<file path="src/rtl/acc_cpu_pkg.sv">
package acc_cpu_pkg;

   // opcode numbers, used as indices into the one-hot decode lines
   localparam int OPC_CALL   = 0;
   localparam int OPC_LOAD   = 1;
   localparam int OPC_STORE  = 2;
   localparam int OPC_ADD    = 3;
   localparam int OPC_SUB    = 4;
   localparam int OPC_NOP_A  = 5;
   localparam int OPC_NOP_B  = 6;
   localparam int OPC_HALT   = 7;
   localparam int OPC_SKIP   = 8;
   localparam int OPC_JUMP   = 9;
   localparam int OPC_CLR    = 10;
   localparam int OPC_ADDIND = 11;

   typedef enum logic [4:0] {
      ST_FMAR, ST_FREQ, ST_FCAP, ST_FIR, ST_DEC,
      ST_OREQ, ST_OCAP, ST_IMAR, ST_IREQ, ST_ICAP, ST_EXE,
      ST_SMBR, ST_SWR,
      ST_CMAR, ST_CWR, ST_CMBR, ST_CONE, ST_CADD, ST_CPC,
      ST_HALT
   } step_e;

   typedef enum logic [1:0] {MAR_HOLD, MAR_PC, MAR_IR, MAR_MBR} mar_src_e;
   typedef enum logic [2:0] {MBR_HOLD, MBR_MEM, MBR_AC, MBR_PC, MBR_IR} mbr_src_e;
   typedef enum logic [2:0] {AC_HOLD, AC_ZERO, AC_ONE, AC_MBR, AC_ALU} ac_src_e;
   typedef enum logic [1:0] {PC_HOLD, PC_INC, PC_IR, PC_AC} pc_src_e;

   typedef struct packed {
      mar_src_e mar_src;
      mbr_src_e mbr_src;
      ac_src_e  ac_src;
      pc_src_e  pc_src;
      logic     alu_sub;
      logic     ir_ld;
      logic     mem_we;
   } ctl_t;

endpackage

</file>
<file path="src/rtl/acc_opdec.sv">
module acc_opdec #(
   parameter int OPC_W = 4
) (
   input  logic [OPC_W-1:0]      opc,
   output logic [(1<<OPC_W)-1:0] line
);
   localparam int NLINE = 1 << OPC_W;

   if (OPC_W < 1 || OPC_W > 6) begin : g_bad_width
      $error("acc_opdec: OPC_W out of range");
   end

   for (genvar i = 0; i < NLINE; i++) begin : g_line
      assign line[i] = (opc == OPC_W'(i));
   end

endmodule

</file>
<file path="src/rtl/acc_alu.sv">
module acc_alu #(
   parameter int W     = 16,
   parameter int STYLE = 0
) (
   input  logic [W-1:0] a,
   input  logic [W-1:0] b,
   input  logic         sub,
   output logic [W-1:0] y
);
   if (STYLE < 0 || STYLE > 1) begin : g_bad_style
      $error("acc_alu: STYLE must be 0 or 1");
   end

   if (STYLE == 0) begin : g_shared
      // one adder, operand inverted and carry injected for subtract
      logic [W-1:0] b_x;
      assign b_x = b ^ {W{sub}};
      assign y   = a + b_x + {{(W-1){1'b0}}, sub};
   end else begin : g_split
      // two independent paths, selected at the output
      logic [W-1:0] s_add;
      logic [W-1:0] s_sub;
      assign s_add = a + b;
      assign s_sub = a - b;
      assign y     = sub ? s_sub : s_add;
   end

endmodule

</file>
<file path="src/rtl/acc_datapath.sv">
module acc_datapath
   import acc_cpu_pkg::*;
#(
   parameter int DATA_W    = 16,
   parameter int OPC_W     = 4,
   parameter int ALU_STYLE = 0
) (
   input  logic                       clk,
   input  logic                       rst_n,
   input  ctl_t                       ctl,
   input  logic [DATA_W-1:0]          rd,
   output logic [OPC_W-1:0]           opcode,
   output logic [1:0]                 cond,
   output logic [DATA_W-OPC_W-1:0]    mar,
   output logic [DATA_W-1:0]          mbr,
   output logic [DATA_W-1:0]          ac,
   output logic [DATA_W-OPC_W-1:0]    pc,
   output logic                       ac_neg,
   output logic                       ac_zero
);
   localparam int ADDR_W = DATA_W - OPC_W;

   if (ADDR_W < 2) begin : g_bad_split
      $error("acc_datapath: address field too narrow");
   end

   logic [DATA_W-1:0] ir_q;
   logic [DATA_W-1:0] alu_y;
   logic [ADDR_W-1:0] x_addr;

   assign x_addr = ir_q[ADDR_W-1:0];
   assign opcode = ir_q[DATA_W-1 -: OPC_W];
   assign cond   = ir_q[ADDR_W-1 -: 2];

   acc_alu #(.W(DATA_W), .STYLE(ALU_STYLE)) u_alu (
      .a   (ac),
      .b   (mbr),
      .sub (ctl.alu_sub),
      .y   (alu_y)
   );

   always_ff @(posedge clk or negedge rst_n) begin
      if (!rst_n) begin
         mar <= '0;
      end else begin
         case (ctl.mar_src)
            MAR_PC:  mar <= pc;
            MAR_IR:  mar <= x_addr;
            MAR_MBR: mar <= mbr[ADDR_W-1:0];
            default: mar <= mar;
         endcase
      end
   end

   always_ff @(posedge clk or negedge rst_n) begin
      if (!rst_n) begin
         mbr <= '0;
      end else begin
         case (ctl.mbr_src)
            MBR_MEM: mbr <= rd;
            MBR_AC:  mbr <= ac;
            MBR_PC:  mbr <= DATA_W'(pc);
            MBR_IR:  mbr <= DATA_W'(x_addr);
            default: mbr <= mbr;
         endcase
      end
   end

   always_ff @(posedge clk or negedge rst_n) begin
      if (!rst_n) begin
         ac <= '0;
      end else begin
         case (ctl.ac_src)
            AC_ZERO: ac <= '0;
            AC_ONE:  ac <= DATA_W'(1);
            AC_MBR:  ac <= mbr;
            AC_ALU:  ac <= alu_y;
            default: ac <= ac;
         endcase
      end
   end

   always_ff @(posedge clk or negedge rst_n) begin
      if (!rst_n) begin
         pc <= '0;
      end else begin
         case (ctl.pc_src)
            PC_INC:  pc <= pc + ADDR_W'(1);
            PC_IR:   pc <= x_addr;
            PC_AC:   pc <= ac[ADDR_W-1:0];
            default: pc <= pc;
         endcase
      end
   end

   always_ff @(posedge clk or negedge rst_n) begin
      if (!rst_n) begin
         ir_q <= '0;
      end else if (ctl.ir_ld) begin
         ir_q <= mbr;
      end
   end

   assign ac_neg  = ac[DATA_W-1];
   assign ac_zero = (ac == '0);

endmodule

</file>
<file path="src/rtl/acc_seq.sv">
module acc_seq
   import acc_cpu_pkg::*;
#(
   parameter int OPC_W = 4
) (
   input  logic             clk,
   input  logic             rst_n,
   input  logic [OPC_W-1:0] opcode,
   input  logic [1:0]       cond,
   input  logic             ac_neg,
   input  logic             ac_zero,
   output ctl_t             ctl,
   output step_e            step,
   output logic             halted
);
   localparam int NLINE = 1 << OPC_W;

   logic [NLINE-1:0] line;
   step_e            nxt;
   logic             take_skip;
   logic             mem_op;
   logic             nop_any;

   acc_opdec #(.OPC_W(OPC_W)) u_dec (
      .opc  (opcode),
      .line (line)
   );

   assign mem_op  = line[OPC_LOAD] | line[OPC_ADD] | line[OPC_SUB] | line[OPC_ADDIND];
   assign nop_any = line[OPC_NOP_A] | line[OPC_NOP_B] | (|line[NLINE-1:OPC_ADDIND+1]);

   always_comb begin
      unique case (cond)
         2'b00:   take_skip = ac_neg;
         2'b01:   take_skip = ac_zero;
         2'b10:   take_skip = !ac_neg && !ac_zero;
         default: take_skip = 1'b0;
      endcase
   end

   always_comb begin
      ctl = '{mar_src: MAR_HOLD, mbr_src: MBR_HOLD, ac_src: AC_HOLD,
              pc_src: PC_HOLD, alu_sub: 1'b0, ir_ld: 1'b0, mem_we: 1'b0};
      nxt = step;
      case (step)
         ST_FMAR: begin ctl.mar_src = MAR_PC; nxt = ST_FREQ; end
         ST_FREQ: nxt = ST_FCAP;
         ST_FCAP: begin
            ctl.mbr_src = MBR_MEM;
            ctl.pc_src  = PC_INC;
            nxt         = ST_FIR;
         end
         ST_FIR:  begin ctl.ir_ld = 1'b1; nxt = ST_DEC; end
         ST_DEC: begin
            nxt = ST_FMAR;
            if (line[OPC_HALT]) begin
               nxt = ST_HALT;
            end else if (line[OPC_CLR]) begin
               ctl.ac_src = AC_ZERO;
            end else if (line[OPC_JUMP]) begin
               ctl.pc_src = PC_IR;
            end else if (line[OPC_SKIP]) begin
               if (take_skip) ctl.pc_src = PC_INC;
            end else if (line[OPC_CALL]) begin
               ctl.mbr_src = MBR_PC;
               nxt         = ST_CMAR;
            end else if (mem_op) begin
               ctl.mar_src = MAR_IR;
               nxt         = ST_OREQ;
            end else if (line[OPC_STORE]) begin
               ctl.mar_src = MAR_IR;
               nxt         = ST_SMBR;
            end else if (nop_any) begin
               nxt = ST_FMAR;
            end
         end
         ST_OREQ: nxt = ST_OCAP;
         ST_OCAP: begin
            ctl.mbr_src = MBR_MEM;
            nxt         = line[OPC_ADDIND] ? ST_IMAR : ST_EXE;
         end
         ST_IMAR: begin ctl.mar_src = MAR_MBR; nxt = ST_IREQ; end
         ST_IREQ: nxt = ST_ICAP;
         ST_ICAP: begin ctl.mbr_src = MBR_MEM; nxt = ST_EXE; end
         ST_EXE: begin
            if (line[OPC_LOAD]) begin
               ctl.ac_src = AC_MBR;
            end else begin
               ctl.ac_src  = AC_ALU;
               ctl.alu_sub = line[OPC_SUB];
            end
            nxt = ST_FMAR;
         end
         ST_SMBR: begin ctl.mbr_src = MBR_AC; nxt = ST_SWR; end
         ST_SWR:  begin ctl.mem_we = 1'b1; nxt = ST_FMAR; end
         ST_CMAR: begin ctl.mar_src = MAR_IR; nxt = ST_CWR; end
         ST_CWR:  begin ctl.mem_we = 1'b1; nxt = ST_CMBR; end
         ST_CMBR: begin ctl.mbr_src = MBR_IR; nxt = ST_CONE; end
         ST_CONE: begin ctl.ac_src = AC_ONE; nxt = ST_CADD; end
         ST_CADD: begin ctl.ac_src = AC_ALU; nxt = ST_CPC; end
         ST_CPC:  begin ctl.pc_src = PC_AC; nxt = ST_FMAR; end
         ST_HALT: nxt = ST_HALT;
         default: nxt = ST_FMAR;
      endcase
   end

   always_ff @(posedge clk or negedge rst_n) begin
      if (!rst_n) step <= ST_FMAR;
      else        step <= nxt;
   end

   assign halted = (step == ST_HALT);


   halt_hold_chk: assert property (@(posedge clk) disable iff (!rst_n)
      halted |=> (halted && !ctl.mem_we));

endmodule

</file>
<file path="src/rtl/acc_cpu.sv">
module acc_cpu
   import acc_cpu_pkg::*;
#(
   parameter int DATA_W    = 16,
   parameter int OPC_W     = 4,
   parameter int ALU_STYLE = 0,
   localparam int ADDR_W   = DATA_W - OPC_W
) (
   input  logic              clk,
   input  logic              rst_n,
   output logic [ADDR_W-1:0] mem_addr,
   output logic [DATA_W-1:0] mem_wdata,
   output logic              mem_we,
   input  logic [DATA_W-1:0] mem_rdata,
   output logic              halted
);
   if (OPC_W != 4) begin : g_bad_opc
      $error("acc_cpu: the opcode map needs a 4-bit opcode");
   end
   if (DATA_W < OPC_W + 2) begin : g_bad_data
      $error("acc_cpu: DATA_W too small for the skip condition field");
   end

   ctl_t              ctl;
   step_e             step;
   logic [OPC_W-1:0]  opcode;
   logic [1:0]        cond;
   logic [DATA_W-1:0] mbr;
   logic [DATA_W-1:0] ac;
   logic [ADDR_W-1:0] pc;
   logic [ADDR_W-1:0] mar;
   logic              ac_neg;
   logic              ac_zero;

   acc_seq #(.OPC_W(OPC_W)) u_seq (
      .clk     (clk),
      .rst_n   (rst_n),
      .opcode  (opcode),
      .cond    (cond),
      .ac_neg  (ac_neg),
      .ac_zero (ac_zero),
      .ctl     (ctl),
      .step    (step),
      .halted  (halted)
   );

   acc_datapath #(.DATA_W(DATA_W), .OPC_W(OPC_W), .ALU_STYLE(ALU_STYLE)) u_dp (
      .clk     (clk),
      .rst_n   (rst_n),
      .ctl     (ctl),
      .rd      (mem_rdata),
      .opcode  (opcode),
      .cond    (cond),
      .mar     (mar),
      .mbr     (mbr),
      .ac      (ac),
      .pc      (pc),
      .ac_neg  (ac_neg),
      .ac_zero (ac_zero)
   );

   assign mem_addr  = mar;
   assign mem_wdata = mbr;
   assign mem_we    = ctl.mem_we;


   store_src_chk: assert property (@(posedge clk) disable iff (!rst_n)
      (mem_we && opcode == OPC_W'(OPC_STORE)) |-> (mem_wdata == ac));


   call_ret_chk: assert property (@(posedge clk) disable iff (!rst_n)
      (mem_we && opcode == OPC_W'(OPC_CALL)) |-> (mem_wdata == DATA_W'(pc)));


   call_tgt_chk: assert property (@(posedge clk) disable iff (!rst_n)
      (step == ST_CPC) |=> (pc == ADDR_W'(mem_addr + ADDR_W'(1))));


   ind_addr_chk: assert property (@(posedge clk) disable iff (!rst_n)
      (step == ST_IREQ) |-> (mem_addr == mbr[ADDR_W-1:0]));


   reset_idle_chk: assert property (@(posedge clk)
      !rst_n |-> (!mem_we && !halted));

endmodule

</file>
<file path="config.mk">
export PLATFORM = sky130hd
export DESIGN_NAME = acc_cpu
export DESIGN_NICKNAME = d
export VERILOG_FILES = /design/src/rtl/acc_cpu_pkg.sv /design/src/rtl/acc_opdec.sv /design/src/rtl/acc_alu.sv /design/src/rtl/acc_datapath.sv /design/src/rtl/acc_seq.sv /design/src/rtl/acc_cpu.sv
export SDC_FILE = /design/constraint.sdc
export NUM_CORES = 1
export LEC_CHECK = 0
export BUFFER_PORTS_ARGS = -buffer_cell sky130_fd_sc_hd__buf_2
export CORE_MARGIN = 1.5
export CORE_UTILIZATION = 35
export CTS_CLUSTER_DIAMETER = 30
export CTS_CLUSTER_SIZE = 12
export DETAILED_ROUTE_END_ITERATION = 10
export HOLD_SLACK_MARGIN = 0.1
export PLACE_DENSITY = 0.52
export SLEW_MARGIN = 20
export SYNTH_ARGS = -nofsm -noshare
export SYNTH_HDL_FRONTEND = slang
export SYNTH_SLANG_ARGS = --single-unit
</file>
<file path="constraint.sdc">
create_clock -name clk -period 5.19 [get_ports clk]
set_input_delay 0.519 -clock clk [delete_from_list [all_inputs] [get_ports clk]]
set_output_delay 0.519 -clock clk [all_outputs]
set_load 0.05 [all_outputs]
</file>
## Word level (Yosys, flattened, before mapping)

Index checks and enable logic that the tools add are counted.

- Bits in registers: 77
- Input bits: 18
- Word-level logic and storage cells: 106

- Mux-type cells: 36
- Eq/ne operators: 44
- Reduce and logical (&&, ||, !) cells: 13
- Bitwise gates (word level): 4
- Add/subtract/negate cells: 3

Operators with widths:

| operator | count |
|---|---|
| $pmux W16 S4 | 2 |
| $pmux W5 S17 | 1 |
| $pmux W12 S3 | 2 |
| $mux W5 | 9 |
| $eq A5 B4 Y1 const B | 8 |
| $pmux W3 S4 | 2 |
| $eq A5 B3 Y1 const B | 4 |
| $eq A5 B5 Y1 const B | 4 |
| $add A16 B1 Y16 | 1 |
| $add A16 B16 Y16 | 1 |
| $eq A4 B4 Y1 const B | 4 |
| $logic_not A16 Y1 | 1 |
| $xor A16 B16 Y16 | 1 |
| $mux W2 | 7 |
| $add A12 B1 Y12 const B | 1 |
| $eq A3 B2 Y1 const B | 4 |
| $eq A2 B2 Y1 const B | 5 |
| $eq A5 B2 Y1 const B | 2 |
| $mux W10 | 1 |
| $eq A4 B2 Y1 const B | 2 |
| $eq A4 B3 Y1 const B | 2 |
| $mux W4 | 2 |
| $pmux W2 S4 | 1 |
| $reduce_bool A4 Y1 | 2 |
| other kinds (18) | 31 |

## Logic depth before layout (Yosys ltp)

- Depth in word-level cells: 13
- Depth in mapped cells: 13
- Mapped depth without buffers: 10

## Hierarchy

A second synthesis with hierarchy kept.

- Cell total of the unflattened synthesis: 678
- Area total of the unflattened synthesis: 6397.4 um2

By module, submodules not included:

| module | area an instance (um2) | instances | cells each |
|---|---|---|---|
| acc_datapath | 4535.6 | 1 | 440 |
| acc_alu | 859.6 | 1 | 115 |
| acc_seq | 775.7 | 1 | 103 |
| acc_opdec | 226.5 | 1 | 20 |

## Worst setup path before layout

Ideal clock, no wire load.

- Path type: reg-to-reg
- From: reg u_dp.ir_q[15]
- To: reg u_dp.ac[13]
- Slack: 1.906 ns
- Path buffers: 3
- Period minus slack after synthesis: 3.284 ns
- Cell stages (with the launch flop): 13
- Arrival time: 3.214 ns
- Data required time: 5.120 ns
- Path through: dfrtp_1 buf_6 or4b_4 nor3_4 buf_2 xor2_1 ha_1 clkbuf_1 o21a_1 a211o_1 a21o_1 or3_1 nand3_1

- Word-level cells in the longest chain between the ends: 7
- Elaborated cells on any way between the ends: 19
- Those cells by class: add/sub: 2; eq/ne: 8; mux: 7; bitwise: 1; reduce/logical: 1

RTL lines:

| element | RTL line | RTL |
|---|---|---|
| from (decl) | acc_datapath.sv:27 | `logic [DATA_W-1:0] ir_q;` |
| from (signal assigned) | acc_datapath.sv:100 | `ir_q <= mbr;` |
| $eq A4 B3 Y1 or $eq A4 B1 Y1 (tied branches) | acc_opdec.sv:14 | `assign line[i] = (opc == OPC_W'(i));` |
| $mux W1 | acc_seq.sv:86 | `if (line[OPC_LOAD]) begin` |
| $mux W1 | acc_seq.sv:45 | `case (step)` |
| $xor A16 B16 Y16 | acc_alu.sv:17 | `assign b_x = b ^ {W{sub}};` |
| $add A16 B16 Y16 | acc_alu.sv:18 | `assign y = a + b_x + {{(W-1){1'b0}}, sub};` |
| $add A16 B1 Y16 | acc_alu.sv:18 |  |
| $pmux W16 S4 | acc_datapath.sv:73 | `case (ctl.ac_src)` |
| to (signal assigned) | acc_datapath.sv:76 | `AC_MBR: ac <= mbr;` |
| to (signal assigned) | acc_datapath.sv:77 | `AC_ALU: ac <= alu_y;` |
| to (decl) | acc_datapath.sv:16 | `output logic [DATA_W-1:0] ac,` |

Parallel ways exist; a longest one is shown, timed or not.
A chain may end at the register's enable or synchronous reset.

## Final worst setup path

- From: reg u_seq.step[4]
- To: reg u_dp.ac[14]

- Word-level cells in the longest chain between the ends: 6
- Elaborated cells on any way between the ends: 15
- Those cells by class: add/sub: 2; eq/ne: 8; mux: 3; bitwise: 1; reduce/logical: 1

RTL lines:

| element | RTL line | RTL |
|---|---|---|
| from (decl) | acc_seq.sv:13 | `output step_e step,` |
| from (signal assigned) | acc_seq.sv:109 | `else step <= nxt;` |
| $eq A5 B4 Y1 | acc_seq.sv:45 |  |
| $mux W1 | acc_seq.sv:45 |  |
| $xor A16 B16 Y16 | acc_alu.sv:17 |  |
| $add A16 B16 Y16 | acc_alu.sv:18 |  |
| $add A16 B1 Y16 | acc_alu.sv:18 |  |
| $pmux W16 S4 | acc_datapath.sv:73 |  |

Parallel ways exist; a longest one is shown, timed or not.

==> results.md <==
* RSZ-0062 raised after global routing: false
* Simple-gate area share of the yosys netlist at between 10% and 20%
* Met1 Track Usage GR at about a third
* FF+latch count, synth at just under 80
* Worst Path Buf+Inv at 1
* Mux contribution to synthesized area at under 10%
* DR iter-0 viols at about 600
* Fin Clk Skew at roughly 0.013 ns
* Crit path DAT at between 4 and 5 ns
* Vias per std cell at between 6 and 7
* CTS Sinks at 77
* Cell Count Post-Placement at 837
* Total GRT Usage at approximately a quarter
* Area of the mapped netlist at 5550 sq um
* Synth unique cells at approximately 70
* Worst hold path type: primary input to asynchronous set/reset pin
* Rel. slew slack at 28.3%
* Starting density of the core at 36.1%
* Met2 Use GR at a little over a third
* Final Max Tran Viols at 0
* Post-Synthesis Cells at slightly above 600
* Slew of the pin with the lowest slew margin at between 1 and 1.5 ns
* # setup viols final at 0
* Sequential area share after synthesis at a little over a third
* Final hold vios at 0
* CTS tree: done
* Post-synth top area cell: dfrtp_1
* Die X at between 100 and 150 um
* Area share of fa/ha/maj cells after synthesis at 3.92%
* Vias at between 5000 and 6000
* Post-synthesis xor/xnor area fraction at 4.42%
* Pin count of the biggest net entering global routing at 78
* Worst setup EP type: register
* Worst r2r dst: u_dp.ac[14]
* FFs w/ async S/R, synth at 100%
* Critical path fanouts, max at 20
* CP max stage cell: dfrtp_1
* Global-route wire length before repair at 29600 um
* Cts hold-fix bufs at 0
* Die Y-Extent at between 100 and 150 um
* P&R area growth vs syn at 12.2%
* Compound-Gate Fraction of Synth Area at 30.1%
* Synth Flop Type: dfrtp_1
* Total CTS buffers at 9
* I/O Pins at 48
* F_max at approximately 250 MHz
* Syn nets at between 600 and 700
* Final period util at roughly three quarters
* H-tree levels at 3
* Number of synthesized flops with an enable pin at 0
* Setup CP Type: register to register
* Worst-path cell chain: nand4bb_1 > nor3_4 > buf_4 > xor2_1 > ha_1 > nor2b_1 > o31ai_1 > a21o_1 > o21ai_0 > a211o_1
* DRC Markers at 0
* Reg clk slew, reported paths at around 0.07 ns
* Number of global-route vias before repair at 4983
* Dpl ws at around 1.3 ns
* Global-route met3 utilization at approximately 3.5%
* R2R cell count at 10
* Status: complete, no violations
* Clock Root Buffer: clkbuf_16
* Synth Area per Inst at about 8.9 sq um
* Final ANT Viol Nets at 0
* Post-CTS Setup Repair Bufs at 0
* Setup TNS Final at 0 ns
* Diode count at 0
* Sequential Area at 1930 sq um
* Worst Setup Slack, final at approximately 1.2 ns
* Die footprint at 16600 sq um
* Design Power at roughly 4.7 mW
* Post-cts gate resize count at 0
* Nets at between 600 and 700
* Synth top area cells: dfrtp_1 (35%), mux2_2 (4.3%), o21ai_0 (3.9%)
* Largest family of logic cells by synthesized area: compound AO/OA/AOI/OAI gates
* Clock Latency Late Sink at between 0.3 and 0.4 ns
* FILL cells at between 1500 and 2000
* Total grt overflow at 0
* Crit path max-delay family: simple AND/OR/NAND/NOR gates
* Final GP Congestion at 0.881
* Hpwl dp at approximately 13000 um
* CP required at between 5 and 6 ns
* Core area at between 15000 and 20000 sq um
* Post-route worst hold slack at just over 0.2 ns
* Multi-input logic area at 3390 sq um
* YS warnings at 0
* Initial antenna violation count at 0
* CP max stage delay at about 0.6 ns
* First drt pass iteration count at 5
* Setup slack, reg-to-reg at approximately 1.2 ns
* Post-route insts no fill at about 850
* CP startpoint kind: register
* Post-Route WL at approximately 18000 um
* Worst r2r src: u_seq.step[4]
* Pwr per Cell Area at 751 nW/um^2
* Period minus WS final at roughly 4 ns
* Clock buffer depth at 2
* Max VDD drop at ~0.27 mV
* Wire per inst at approximately 22 um
* LEAKAGE at 2.46 nW
* Rows at 45
* Layout cells sized above 1 at a little under a fifth
* Placed cell areas at just under 6000 sq um
* Share of the synthesized area in the top cell type at 34.7%
* Final Cell Area at approximately 6200 sq um
* PortBufs at 47
* Max-capacitance violation count at 0
* Gr busiest metal: met2
* Final design utilization at between 40% and 50%
==> area by class of cell <==
type                       instances  area share (%)
tap                              211            4.24
inverter                           8           0.482
clock buffer                      11            4.06
clock inverter                     4           0.382
timing repair buffer              60            5.44
sequential                        77            30.9
multi-input combinational        481            54.5
==> where the power goes <==
group	internal [mW]	switching (mW)	leakage, nW
registers	0.882	0.529	0.902
clock network	0.346	0.261	0.141
logic	0.990	1.67	1.42
total	2.22	2.46	2.46
==> registers in the layout, indices dropped and copies added (netlist names) <==
| signal | flops |
|---|---|
| u_seq.step | 5 |
| u_dp.mar | 12 |
| u_dp.pc | 12 |
| u_dp.mbr | 16 |
| u_dp.ir_q | 16 |
| u_dp.ac | 16 |
==> Yosys cell counts, types with 13 or more instances <==
| cell type | number |
|---|---|
| clkbuf_1 | 47 |
| dfrtp_1 | 77 |
| o21ai_0 | 43 |
| nor3_1 | 23 |
| a222oi_1 | 13 |
| nor2_1 | 51 |
| xor2_1 | 24 |
| a41oi_1 | 14 |
| a31oi_1 | 17 |
| a21oi_1 | 19 |
| a22oi_1 | 21 |
| nand2_1 | 39 |
| nand3_1 | 13 |
| ha_1 | 15 |
| mux2_2 | 21 |
==> cell usage in the layout (no fill, tap or decap), drive strengths merged, types with 7 or more instances in the layout <==
master / count
nand4: 9
xor2: 24
a41oi: 14
clkbuf: 11
nor4: 7
o31ai: 7
mux2: 21
a211oi: 7
a32o: 12
a31oi: 17
nor3: 24
nor2: 51
dfrtp: 77
nand3: 13
inv: 8
o21a: 9
ha: 15
nand2: 39
o21ai: 43
a211o: 8
buf: 60
a222oi: 13
a2bb2oi: 12
a21oi: 19
a22oi: 21
==> kinds of logic (layout without fill, tap and decap cells) <==
kind of cell             after synthesis  in the layout
adder cells (fa/ha/maj)               17             17
AND/OR/NAND/NOR                      190            190
buffers and inverters                 64             83
AO/OA/AOI/OAI                        224            224
XOR/XNOR                              28             28
multiplexers                          22             22
flip-flops                            77             77
==> metal layers <==
metal,vias up,part of all wire (%)
met5,-,0
met4,0,2.3
met2,155,46
li1,2451,-
met1,2645,47
met3,26,4.3
==> worst max-delay path by stage <==
stage / from / to / slack (ns) / depth (start not counted)
global placement: u_seq.step[4] / u_dp.ac[14] / 1.53 / 10
global route: u_seq.step[1] / u_dp.ac[14] / 0.96 / 10
finish: u_seq.step[4] / u_dp.ac[14] / 1.22 / 10
floorplan: u_dp.ir_q[15] / u_dp.ac[13] / 1.91 / 12
detailed placement: u_seq.step[4] / u_dp.ac[14] / 1.35 / 10
CTS: u_seq.step[4] / u_dp.ac[14] / 1.30 / 10
Note: power is estimated with default switching activity, not from simulation.
